==> src/rtl/spi_master_pkg.sv <==
package spi_master_pkg;
  localparam int WORD_W  = 8;
  localparam int HALF_W  = 7;

  localparam logic [1:0] ADR_CTRL = 2'd0;
  localparam logic [1:0] ADR_STAT = 2'd1;
  localparam logic [1:0] ADR_DATA = 2'd2;

  localparam int BIT_DONE = 7;
  localparam int BIT_COLL = 6;
  localparam int BIT_DBL  = 0;

  typedef struct packed {
    logic       cpol;
    logic       cpha;
    logic [1:0] rate;
  } spi_ctrl_t;

  // Half-period of SCK in system clocks for a rate code and speed bit.
  function automatic logic [HALF_W-1:0] half_period(input logic [1:0] rate,
                                                     input logic dbl);
    logic [HALF_W-1:0] h;
    case (rate)
      2'd0:    h = HALF_W'(2);
      2'd1:    h = HALF_W'(8);
      2'd2:    h = HALF_W'(32);
      default: h = HALF_W'(64);
    endcase
    return dbl ? (h >> 1) : h;
  endfunction
endpackage

==> src/rtl/spi_rate_div.sv <==
module spi_rate_div
  import spi_master_pkg::*;
(
  input  logic       clk,
  input  logic       rst_n,
  input  logic       run_i,
  input  logic       restart_i,
  input  logic [1:0] rate_i,
  input  logic       dbl_i,
  output logic       tick_o
);
  logic [HALF_W-1:0] cnt_q, cnt_n, half;

  always_comb begin
    half   = half_period(rate_i, dbl_i);
    tick_o = run_i && (cnt_q == half - HALF_W'(1));
    if (restart_i || !run_i || tick_o) cnt_n = '0;
    else                               cnt_n = cnt_q + HALF_W'(1);
  end

  always_ff @(posedge clk or negedge rst_n) begin
    if (!rst_n) cnt_q <= '0;
    else        cnt_q <= cnt_n;
  end

  p_cnt_bound_r9: assert property (@(posedge clk) disable iff (!rst_n)
    run_i |-> (cnt_q < half));
  p_idle_clear_r9: assert property (@(posedge clk) disable iff (!rst_n)
    !run_i |=> (cnt_q == '0));
endmodule

==> src/rtl/spi_shift_engine.sv <==
module spi_shift_engine #(
  parameter int W = 8
) (
  input  logic         clk,
  input  logic         rst_n,
  input  logic         start_i,
  input  logic [W-1:0] data_i,
  input  logic         cpol_i,
  input  logic         cpha_i,
  input  logic         tick_i,
  input  logic         miso_i,
  output logic         busy_o,
  output logic         sclk_o,
  output logic         mosi_o,
  output logic         byte_done_o,
  output logic [W-1:0] rx_word_o
);
  localparam int EW = $clog2(2 * W);
  localparam int SW = $clog2(W);

  logic         busy_q, busy_n, sclk_q, sclk_n, mosi_q, mosi_n;
  logic [W-1:0] tx_q, tx_n, rx_q, rx_n;
  logic [EW-1:0] edge_q, edge_n;
  logic [SW-1:0] smp_q, smp_n;
  logic         leading, sample_edge;

  always_comb begin
    busy_n = busy_q; sclk_n = sclk_q; mosi_n = mosi_q;
    tx_n = tx_q; rx_n = rx_q; edge_n = edge_q; smp_n = smp_q;
    leading     = ~edge_q[0];
    sample_edge = leading ^ cpha_i;
    byte_done_o = 1'b0;
    rx_word_o   = {rx_q[W-2:0], miso_i};
    if (!busy_q) begin
      sclk_n = cpol_i;
      if (start_i) begin
        busy_n = 1'b1;
        edge_n = '0;
        smp_n  = '0;
        if (!cpha_i) begin
          mosi_n = data_i[W-1];
          tx_n   = data_i << 1;
        end else begin
          tx_n   = data_i;
        end
      end
    end else if (tick_i) begin
      sclk_n = ~sclk_q;
      edge_n = edge_q + EW'(1);
      if (sample_edge) begin
        rx_n  = rx_word_o;
        smp_n = smp_q + SW'(1);
        if (smp_q == SW'(W - 1)) byte_done_o = 1'b1;
      end else begin
        mosi_n = tx_q[W-1];
        tx_n   = tx_q << 1;
      end
      if (edge_q == EW'(2 * W - 1)) busy_n = 1'b0;
    end
  end

  always_ff @(posedge clk or negedge rst_n) begin
    if (!rst_n) begin
      busy_q <= 1'b0; sclk_q <= 1'b0; mosi_q <= 1'b0;
      tx_q <= '0; rx_q <= '0; edge_q <= '0; smp_q <= '0;
    end else begin
      busy_q <= busy_n; sclk_q <= sclk_n; mosi_q <= mosi_n;
      tx_q <= tx_n; rx_q <= rx_n; edge_q <= edge_n; smp_q <= smp_n;
    end
  end

  assign busy_o = busy_q;
  assign sclk_o = sclk_q;
  assign mosi_o = mosi_q;

  // each exchange leaves SCK at the idle polarity
  p_end_level_r7: assert property (@(posedge clk) disable iff (!rst_n)
    $fell(busy_q) |-> (sclk_q == cpol_i));
  // MOSI never moves on a sampling edge
  p_mosi_hold_r7: assert property (@(posedge clk) disable iff (!rst_n)
    (busy_q && tick_i && sample_edge) |=> $stable(mosi_q));
  // SCK only moves on a divider tick during an exchange
  p_toggle_tick_r9: assert property (@(posedge clk) disable iff (!rst_n)
    (busy_q && $past(busy_q) && !$stable(sclk_q)) |-> $past(tick_i));
endmodule

==> src/rtl/spi_reg_file.sv <==
module spi_reg_file
  import spi_master_pkg::*;
(
  input  logic              clk,
  input  logic              rst_n,
  input  logic [1:0]        sel_i,
  input  logic              wr_i,
  input  logic              rd_i,
  input  logic [WORD_W-1:0] wdata_i,
  output logic [WORD_W-1:0] rdata_o,
  input  logic              busy_i,
  input  logic              byte_done_i,
  input  logic [WORD_W-1:0] rx_word_i,
  output logic              start_o,
  output spi_ctrl_t         ctrl_o,
  output logic              dbl_o
);
  spi_ctrl_t         ctrl_q, ctrl_n;
  logic              dbl_q, dbl_n, done_q, done_n, coll_q, coll_n;
  logic [1:0]        arm_q, arm_n;
  logic [WORD_W-1:0] rxbuf_q, rxbuf_n;
  logic              data_acc, data_wr, stat_rd, coll_ev;

  always_comb begin
    data_wr  = wr_i && (sel_i == ADR_DATA);
    data_acc = (wr_i || rd_i) && (sel_i == ADR_DATA);
    stat_rd  = rd_i && (sel_i == ADR_STAT);
    start_o  = data_wr && !busy_i;
    coll_ev  = data_wr && busy_i;

    ctrl_n  = (wr_i && sel_i == ADR_CTRL) ? spi_ctrl_t'(wdata_i[3:0]) : ctrl_q;
    dbl_n   = (wr_i && sel_i == ADR_STAT) ? wdata_i[BIT_DBL] : dbl_q;
    rxbuf_n = byte_done_i ? rx_word_i : rxbuf_q;

    done_n = done_q;
    if (data_acc && arm_q[1]) done_n = 1'b0;
    if (byte_done_i)          done_n = 1'b1;
    coll_n = coll_q;
    if (data_acc && arm_q[0]) coll_n = 1'b0;
    if (coll_ev)              coll_n = 1'b1;

    arm_n = arm_q;
    if (data_acc) arm_n = 2'b00;
    if (stat_rd)  arm_n = {done_q, coll_q};

    rdata_o = '0;
    case (sel_i)
      ADR_CTRL: rdata_o[3:0] = ctrl_q;
      ADR_STAT: begin
        rdata_o[BIT_DONE] = done_q;
        rdata_o[BIT_COLL] = coll_q;
        rdata_o[BIT_DBL]  = dbl_q;
      end
      ADR_DATA: rdata_o = rxbuf_q;
      default:  rdata_o = '0;
    endcase
  end

  always_ff @(posedge clk or negedge rst_n) begin
    if (!rst_n) begin
      ctrl_q <= '0; dbl_q <= 1'b0; done_q <= 1'b0; coll_q <= 1'b0;
      arm_q <= 2'b00; rxbuf_q <= '0;
    end else begin
      ctrl_q <= ctrl_n; dbl_q <= dbl_n; done_q <= done_n; coll_q <= coll_n;
      arm_q <= arm_n; rxbuf_q <= rxbuf_n;
    end
  end

  assign ctrl_o = ctrl_q;
  assign dbl_o  = dbl_q;

  p_done_src_r4: assert property (@(posedge clk) disable iff (!rst_n)
    $rose(done_q) |-> $past(byte_done_i));
  p_coll_busy_r5: assert property (@(posedge clk) disable iff (!rst_n)
    $rose(coll_q) |-> $past(busy_i));
  p_done_clear_r6: assert property (@(posedge clk) disable iff (!rst_n)
    $fell(done_q) |-> $past(arm_q[1]));
  p_coll_clear_r6: assert property (@(posedge clk) disable iff (!rst_n)
    $fell(coll_q) |-> $past(arm_q[0]));
  p_buf_hold_r3: assert property (@(posedge clk) disable iff (!rst_n)
    !$past(byte_done_i) |-> $stable(rxbuf_q));
endmodule

==> src/rtl/spi_byte_master.sv <==
module spi_byte_master
  import spi_master_pkg::*;
(
  input  logic        clk,
  input  logic        rst_n,
  input  logic [1:0]  bus_sel,
  input  logic        bus_wr,
  input  logic        bus_rd,
  input  logic [7:0]  bus_wdata,
  output logic [7:0]  bus_rdata,
  output logic        spi_sck,
  output logic        spi_mosi,
  input  logic        spi_miso
);
  spi_ctrl_t         ctrl;
  logic              dbl, start, busy, tick, byte_done;
  logic [WORD_W-1:0] rx_word;

  spi_reg_file u_regs (
    .clk(clk), .rst_n(rst_n), .sel_i(bus_sel), .wr_i(bus_wr), .rd_i(bus_rd),
    .wdata_i(bus_wdata), .rdata_o(bus_rdata), .busy_i(busy),
    .byte_done_i(byte_done), .rx_word_i(rx_word), .start_o(start),
    .ctrl_o(ctrl), .dbl_o(dbl)
  );

  spi_rate_div u_div (
    .clk(clk), .rst_n(rst_n), .run_i(busy), .restart_i(start),
    .rate_i(ctrl.rate), .dbl_i(dbl), .tick_o(tick)
  );

  spi_shift_engine #(.W(WORD_W)) u_shift (
    .clk(clk), .rst_n(rst_n), .start_i(start), .data_i(bus_wdata),
    .cpol_i(ctrl.cpol), .cpha_i(ctrl.cpha), .tick_i(tick), .miso_i(spi_miso),
    .busy_o(busy), .sclk_o(spi_sck), .mosi_o(spi_mosi),
    .byte_done_o(byte_done), .rx_word_o(rx_word)
  );
endmodule

==> config.mk <==
export PLATFORM = sky130hd
export DESIGN_NAME = spi_byte_master
export DESIGN_NICKNAME = d
export VERILOG_FILES = /design/src/rtl/spi_master_pkg.sv /design/src/rtl/spi_rate_div.sv /design/src/rtl/spi_shift_engine.sv /design/src/rtl/spi_reg_file.sv /design/src/rtl/spi_byte_master.sv
export SDC_FILE = /design/constraint.sdc
export NUM_CORES = 1
export LEC_CHECK = 0
export BUFFER_PORTS_ARGS = -buffer_cell sky130_fd_sc_hd__buf_2
export CAP_MARGIN = 20
export CORE_ASPECT_RATIO = 1.5
export CORE_MARGIN = 3
export CORE_UTILIZATION = 28
export DETAILED_ROUTE_END_ITERATION = 10
export PLACE_DENSITY = 0.52
export SYNTH_ARGS = -nofsm -noshare
export SYNTH_HDL_FRONTEND = slang
export SYNTH_SLANG_ARGS = --single-unit
==> constraint.sdc <==
create_clock -name clk -period 4.27 [get_ports clk]
set_input_delay 0.2135 -clock clk [delete_from_list [all_inputs] [get_ports clk]]
set_output_delay 0.2135 -clock clk [all_outputs]
set_load 0.01 [all_outputs]
==> metrics, run 1 <==
status completed; Diodes inserted 0; Worst EP required 4.45 ns; PD cells 593 mW/mm²; CP max FO 13; Synth Instances 221; Area growth, synth to finish 15.9%; CTS resizes 0; CP cell instances nand2b_1, a221o_1, a311oi_2, o211ai_2, o21ai_4, mux2_2; Via density between 4 and 5; largest area contributor in the netlist dfrtp_1; family with the most delay on the worst path compound AO/OA/AOI/OAI gates; DRC 0; Worst VDD drop about 0.24 mV; sequential fraction of the synthesis area roughly half; Top Ports 25; grt ovf 0; warning count from the yosys run 0; Fmax achieved roughly 400 MHz; largest family of logic cells by synthesized area multiplexers; Starting DRT DRC Count 95; Placed Area around 0.0028 mm²; top-area cell type share of the netlist area slightly below 50%; Max Buffers Root-to-Sink 2; Die W between 80 and 90 µm; Final ANT Viol Nets 0; compound-gate portion of the synthesized area between 10% and 20%; post-synthesis async set-or-reset flop share 100%; fill cell count 927; GRT Total Usage 10.5%; nets roughly 270; Crit path largest cell delay ~0.48 ns; DR WL/cell 14.3 µm; worst relative slew slack between 50% and 60%; Worst Skew around 0.0035 ns; Post-CTS Hold Fix Bufs 0; HP Class in -> async; initial antenna violation count 0; final std cell area, no fill 0.00295 mm²; commonest cells in the netlist dfrtp_1 (49), mux2_2 (20), nand2_1 (19), o21ai_0 (19), nor2_1 (12); Yosys reg bits a little under 50; RePlAce Congestion 0.790; final setup fails 0; CORE AREA 0.00883 mm²; Setup CP Type reg -> reg; post-synthesis mux area share between 15 and 20%; Clock Latency Late Sink 0.29 ns; global-route wire length before repair 8470 µm; fin. max-slew vios 0; syn_nets ~240; Crit. End Element flop; Post-Synth XOR/XNOR Area under 10%; CP Launch Type flop; WP data arrival between 2 and 3 ns; drt pass-1 iters 4; unique cell type count in the Yosys netlist between 40 and 50; Die H roughly 120 µm; RSZ-0062 raised after global routing false; Simple-Gate Fraction of Synth Area between 10% and 20%; Via Count between 1500 and 2000; Fin. Hold Viols 0; Slowest cell on crit path dfrtp_1; Cell Area, Synth ~0.0025 mm²; EDFF count, synth 0; period utilisation layout roughly 60%; vias in the first global route approximately 1700; multi-input logic area 0.00123 mm²; Top FF cell, synth dfrtp_1; clock slew at reported path FFs around 0.070 ns; Static Leakage 1.39 nW; placed cells between 300 and 400; clock sink count 49; post-detail-place hpwl 3710 µm; total CTS buffers 5; Total Die Area approximately 0.010 mm²; CP Buf/Inv Count 0; worst slew pin tran 0.705 ns; non-filler cells, final between 300 and 400; minimum clock period roughly 2.6 ns; Avg Cell Area, Syn between 10 and 15 µm²; htree depth 2; Starting Density between 20 and 30%; largest net degree at the start of global routing 50; share of post-route cells with drive strength above 1 ~28%; setup bufs post-CTS 0; # rows between 40 and 50; CTS tree built; # port buffers 24; top cells by area, synth dfrtp_1 (48%), mux2_2 (8.9%), mux2_4 (5.3%); max_cap viols 0; count leader, synth dfrtp_1; sequential cell area between 0.001 and 0.0015 mm²; Post-Synth Adder-Cell Area 3.94%; final wirelength 5070 µm; clock root buffer clkbuf_16; post-route setup TNS 0 ns
[worst reg2reg max path: cells and delay by family, from the launching register on]
kind / cells / cell delay, ns
muxes: 1 / 0.37
AOI/OAI and AO/OA: 4 / 1.39
DFF: 1 / 0.48
and+or+nand+nor: 1 / 0.20
[layout by cell type, fill, tap and decap left out, types with 2 or more instances in the layout]
cell type  synthesis  final
and3_1             3      3
bufinv_16          0      2
o31a_1             2      2
nand3_1            9      9
xor2_1             3      3
nor3_1             2      2
nor2b_1            5      5
mux2_2            20     20
ha_1               8      8
clkbuf_16          0      5
inv_1              8      8
nor3b_1            2      2
or3_1              2      2
mux2_4             9      9
mux2i_1            8      8
o211ai_1           2      2
buf_2              1     24
xnor2_1            4      4
dfrtp_1           49     49
a22o_1             5      5
a22oi_1            2      2
nand2_1           19     19
and2_1             3      3
nor2_1            12     12
o21ai_0           19     19
[worst paths after layout]
kind / end / slack [ns] / start / depth (start not counted)
setup reg to reg: u_shift.tx_q[1] / 1.72 / u_regs.ctrl_o[1] / 6
hold / removal: u_shift.tx_q[4] / 0.01 / rst_n / 2
max in group asynchronous: u_div.cnt_q[2] / 3.83 / rst_n / 2
min in group clk: u_regs.rxbuf_q[0] / 0.17 / spi_miso / 2
hold reg to reg: u_regs.arm_q[0] / 0.50 / u_regs.arm_q[0] / 1
setup / recovery: u_shift.tx_q[1] / 1.72 / u_regs.ctrl_o[1] / 6
[flip-flops by register name, indices dropped and copies added, names as in the netlist, 2 cells and up]
name	count
u_shift.tx_q	8
u_div.cnt_q	7
u_regs.ctrl_o	4
u_regs.arm_q	2
u_shift.edge_q	4
u_shift.smp_q	3
u_regs.rxbuf_q	8
u_shift.rx_q	7
[area by class of cell]
cell class / count / area share (%)
clock buffer: 5 / 4.24
clock inverter: 3 / 2.33
inverter: 8 / 1.02
multi-input combinational: 155 / 41.8
sequential: 49 / 41.6
tap: 110 / 4.67
timing repair buffer: 25 / 4.33
[through the flow]
step | worst slack, ns | power [mW] | hold WS [ns] | utilization, %
global placement | 1.74 | 1.24 | 0.361 | 31.2
detailed placement | 1.71 | 1.25 | 0.366 | 31.2
CTS | 1.69 | 1.78 | 0.0491 | 33.4
floorplan | 2.10 | 1.12 | -0.0821 | -
finish | 1.72 | 1.75 | 0.0140 | 33.4
global route | 1.53 | 1.87 | 0.0655 | 33.4
[power by group]
group / internal (mW) / switching (mW) / total (mW)
Sequential: 0.608 / 0.154 / 0.762
Clock: 0.338 / 0.177 / 0.514
Combinational: 0.254 / 0.218 / 0.472
Total: 1.20 / 0.549 / 1.75
[cells by family (layout without fill, tap and decap cells)]
kind of cell               Yosys count  after routing
adders and majority gates            8              8
muxes                               37             37
DFF                                 49             49
and+or+nand+nor                     61             61
xor gates and xnor gates             8              8
buffers and inverters               17             41
AOI/OAI and AO/OA                   41             41
[per-layer routing]
layer	part of all wire (%)	up-vias	global-route usage, %
met2	53	23	18.1
met4	2.5	0	5.03
met5	0	-	0
li1	-	832	-
met3	3.1	8	2.82
met1	41	848	12.1
Note: power is estimated with default switching activity, not from simulation.
==> run 2, diff against run 1 <==
PLACE_DENSITY = 0.53   (was 0.52)
clock period = 2.2 ns   (was 4.27 ns; I/O delays follow)
==> run 2 against run 1 <==
  * The flow now finishes with violations (negative setup slack)
  * Clock power grew 92%
  * Clock skew grew 0.0033 ns
  * Final cell count grew 6.5%
  * Combinational power grew to 2.6 times the previous value
  * First-iteration DRC count shrank 8.4%
  * Power grew 110%
==> metrics, run 2 (synthesis gave the netlist of run 1 again) <==
status finished, violations left; failing checks negative setup slack; post-detail-place hpwl 4090 µm; Area growth, synth to finish 27.4%; switching power 1.13 mW; PD cells approximately 1100 mW/mm²; Fin Hold WS 0.0826 ns; Worst VDD drop 0.388 mV; Crit. End Element flop; Die W about 84 µm; Fmax achieved ~440 MHz; DR WL/cell roughly 15 µm; final wirelength approximately 5500 µm; minimum clock period about 2.3 ns; WHS Path Cells 2; final setup fails 23; vias in the first global route between 1500 and 2000; CP Launch Type flop; CTS tree built; nets between 200 and 300; Worst EP required about 2.4 ns; grt ovf 0; Power Internal about 2.5 mW; clock root buffer clkbuf_16; fin. max-slew vios 0; RSZ-0062 raised after global routing true; Worst Skew between 0.006 and 0.007 ns; total CTS buffers 5; placed cells ~360; Starting Density roughly 29%; PnR worst setup slack -0.0505 ns; Fin. Hold Viols 0; drt pass-1 iters 4; Via density about 4.8; largest net degree at the start of global routing 35; # rows 42; HP Class in -> reg; Max Buffers Root-to-Sink 2; Clock Latency Late Sink roughly 0.29 ns; GRT Total Usage approximately 11%; commonest non-fill, non-tap cell in the layout dfrtp_1; period utilisation layout 102%; fill cell count slightly below 900; initial antenna violation count 0; CP Buf/Inv Count 1; non-filler cells, final approximately 380; Slowest cell on crit path dfrtp_2; # port buffers 24; Static Leakage roughly 1.6 nW; Clock power frac a little over a quarter; worst hold start spi_miso; share of post-route cells with drive strength above 1 between 30% and 40%; Logic pwr share between 30% and 40%; DRC 0; RePlAce Congestion between 0.8 and 0.9; switch share between 30 and 40%; CP max FO 7; CORE AREA between 0.008 and 0.009 mm²; Hold EP u_regs.rxbuf_q[0]; Final ANT Viol Nets 0; Top Ports 25; flop-to-flop setup slack -0.05 ns; clock slew at reported path FFs ~0.070 ns; worst relative slew slack a little under three quarters; clock sink count just under 50; Reg-to-Reg End u_shift.tx_q[2]; Total Die Area 0.0103 mm²; htree depth 2; global-route wire length before repair between 9000 and 10000 µm; most frequent cells in the layout dfrtp_1 (48), buf_2 (24), mux2_4 (23), nand2_1 (18), buf_4 (18); R2R depth 7; post-route setup TNS -0.640 ns; Placed Area approximately 0.0029 mm²; Starting DRT DRC Count 87; RR Startpoint u_regs.ctrl_o[0]; final std cell area, no fill ~0.0032 mm²; Die H ~120 µm; Diodes inserted 0; Via Count ~1800; largest registers u_regs.rxbuf_q: 8 flops, u_shift.tx_q: 8 flops; Crit path largest cell delay between 0.4 and 0.5 ns; family with the most delay on the worst path compound AO/OA/AOI/OAI gates; worst slew pin tran around 0.43 ns; WP data arrival about 2.4 ns; CP cell instances xor2_2, or3_4, a311oi_4, o211ai_2, o21ai_4, buf_12, mux2_4; Setup CP Type reg -> reg; max_cap viols 0; sequential share of power between 30 and 40%
run 2: stage by stage:
| stage | setup WS [ns] | util (%) | power (mW) |
|---|---|---|---|
| after floorplan | 0.0337 | - | 2.17 |
| after CTS | -0.0373 | 35.5 | 3.59 |
| after global routing | -0.148 | 36.7 | 3.91 |
| final | -0.0505 | 36.7 | 3.66 |
| after detailed placement | -0.0422 | 32.8 | 2.54 |
| after global placement | -0.0532 | 32.8 | 2.53 |
run 2: layer usage:
layer / GRT usage, % / part of all wire (%)
met5: 0 / 0
met4: 5.43 / 3.0
met3: 2.35 / 2.3
met2: 21.0 / 55
met1: 12.5 / 40
run 2: how the worst max path moves through the flow:
stage / end / cells past startpoint / start
after floorplan: u_shift.tx_q[1] / 7 / u_regs.ctrl_o[0]
after global placement: u_shift.tx_q[6] / 6 / u_regs.ctrl_o[1]
after detailed placement: u_shift.tx_q[2] / 6 / u_regs.ctrl_o[1]
after CTS: u_shift.tx_q[2] / 6 / u_regs.ctrl_o[0]
after global routing: u_shift.tx_q[2] / 7 / u_regs.ctrl_o[0]
final: u_shift.tx_q[2] / 7 / u_regs.ctrl_o[0]
run 2: final cells by class:
class | instances | area, µm² | area share, %
Inverter | 8 | 30.0 | 0.927
Sequential cell | 49 | 1230 | 37.9
Timing Repair Buffer | 48 | 339 | 10.5
Multi-Input combinational cell | 155 | 1320 | 40.6
Clock buffer | 5 | 125 | 3.86
Clock inverter | 3 | 65.1 | 2.01
Tap cell | 110 | 138 | 4.25
run 2: timing repair:
item	4_1_cts	5_1_grt
hold buffers	1	0
hold endpoints to repair	15	0
gates resized for setup	7	21
pin swaps	1	5
setup buffers	2	3
endpoints found under the setup margin	23	30
run 2: power groups by stage:
stage	clock network [mW]	logic (mW)	registers, mW
finish	0.988	1.25	1.42
global route	1.05	1.39	1.47
CTS	1.01	1.16	1.42
detailed placement	0	1.11	1.44
global placement	0	1.10	1.42
floorplan	0	0.792	1.38
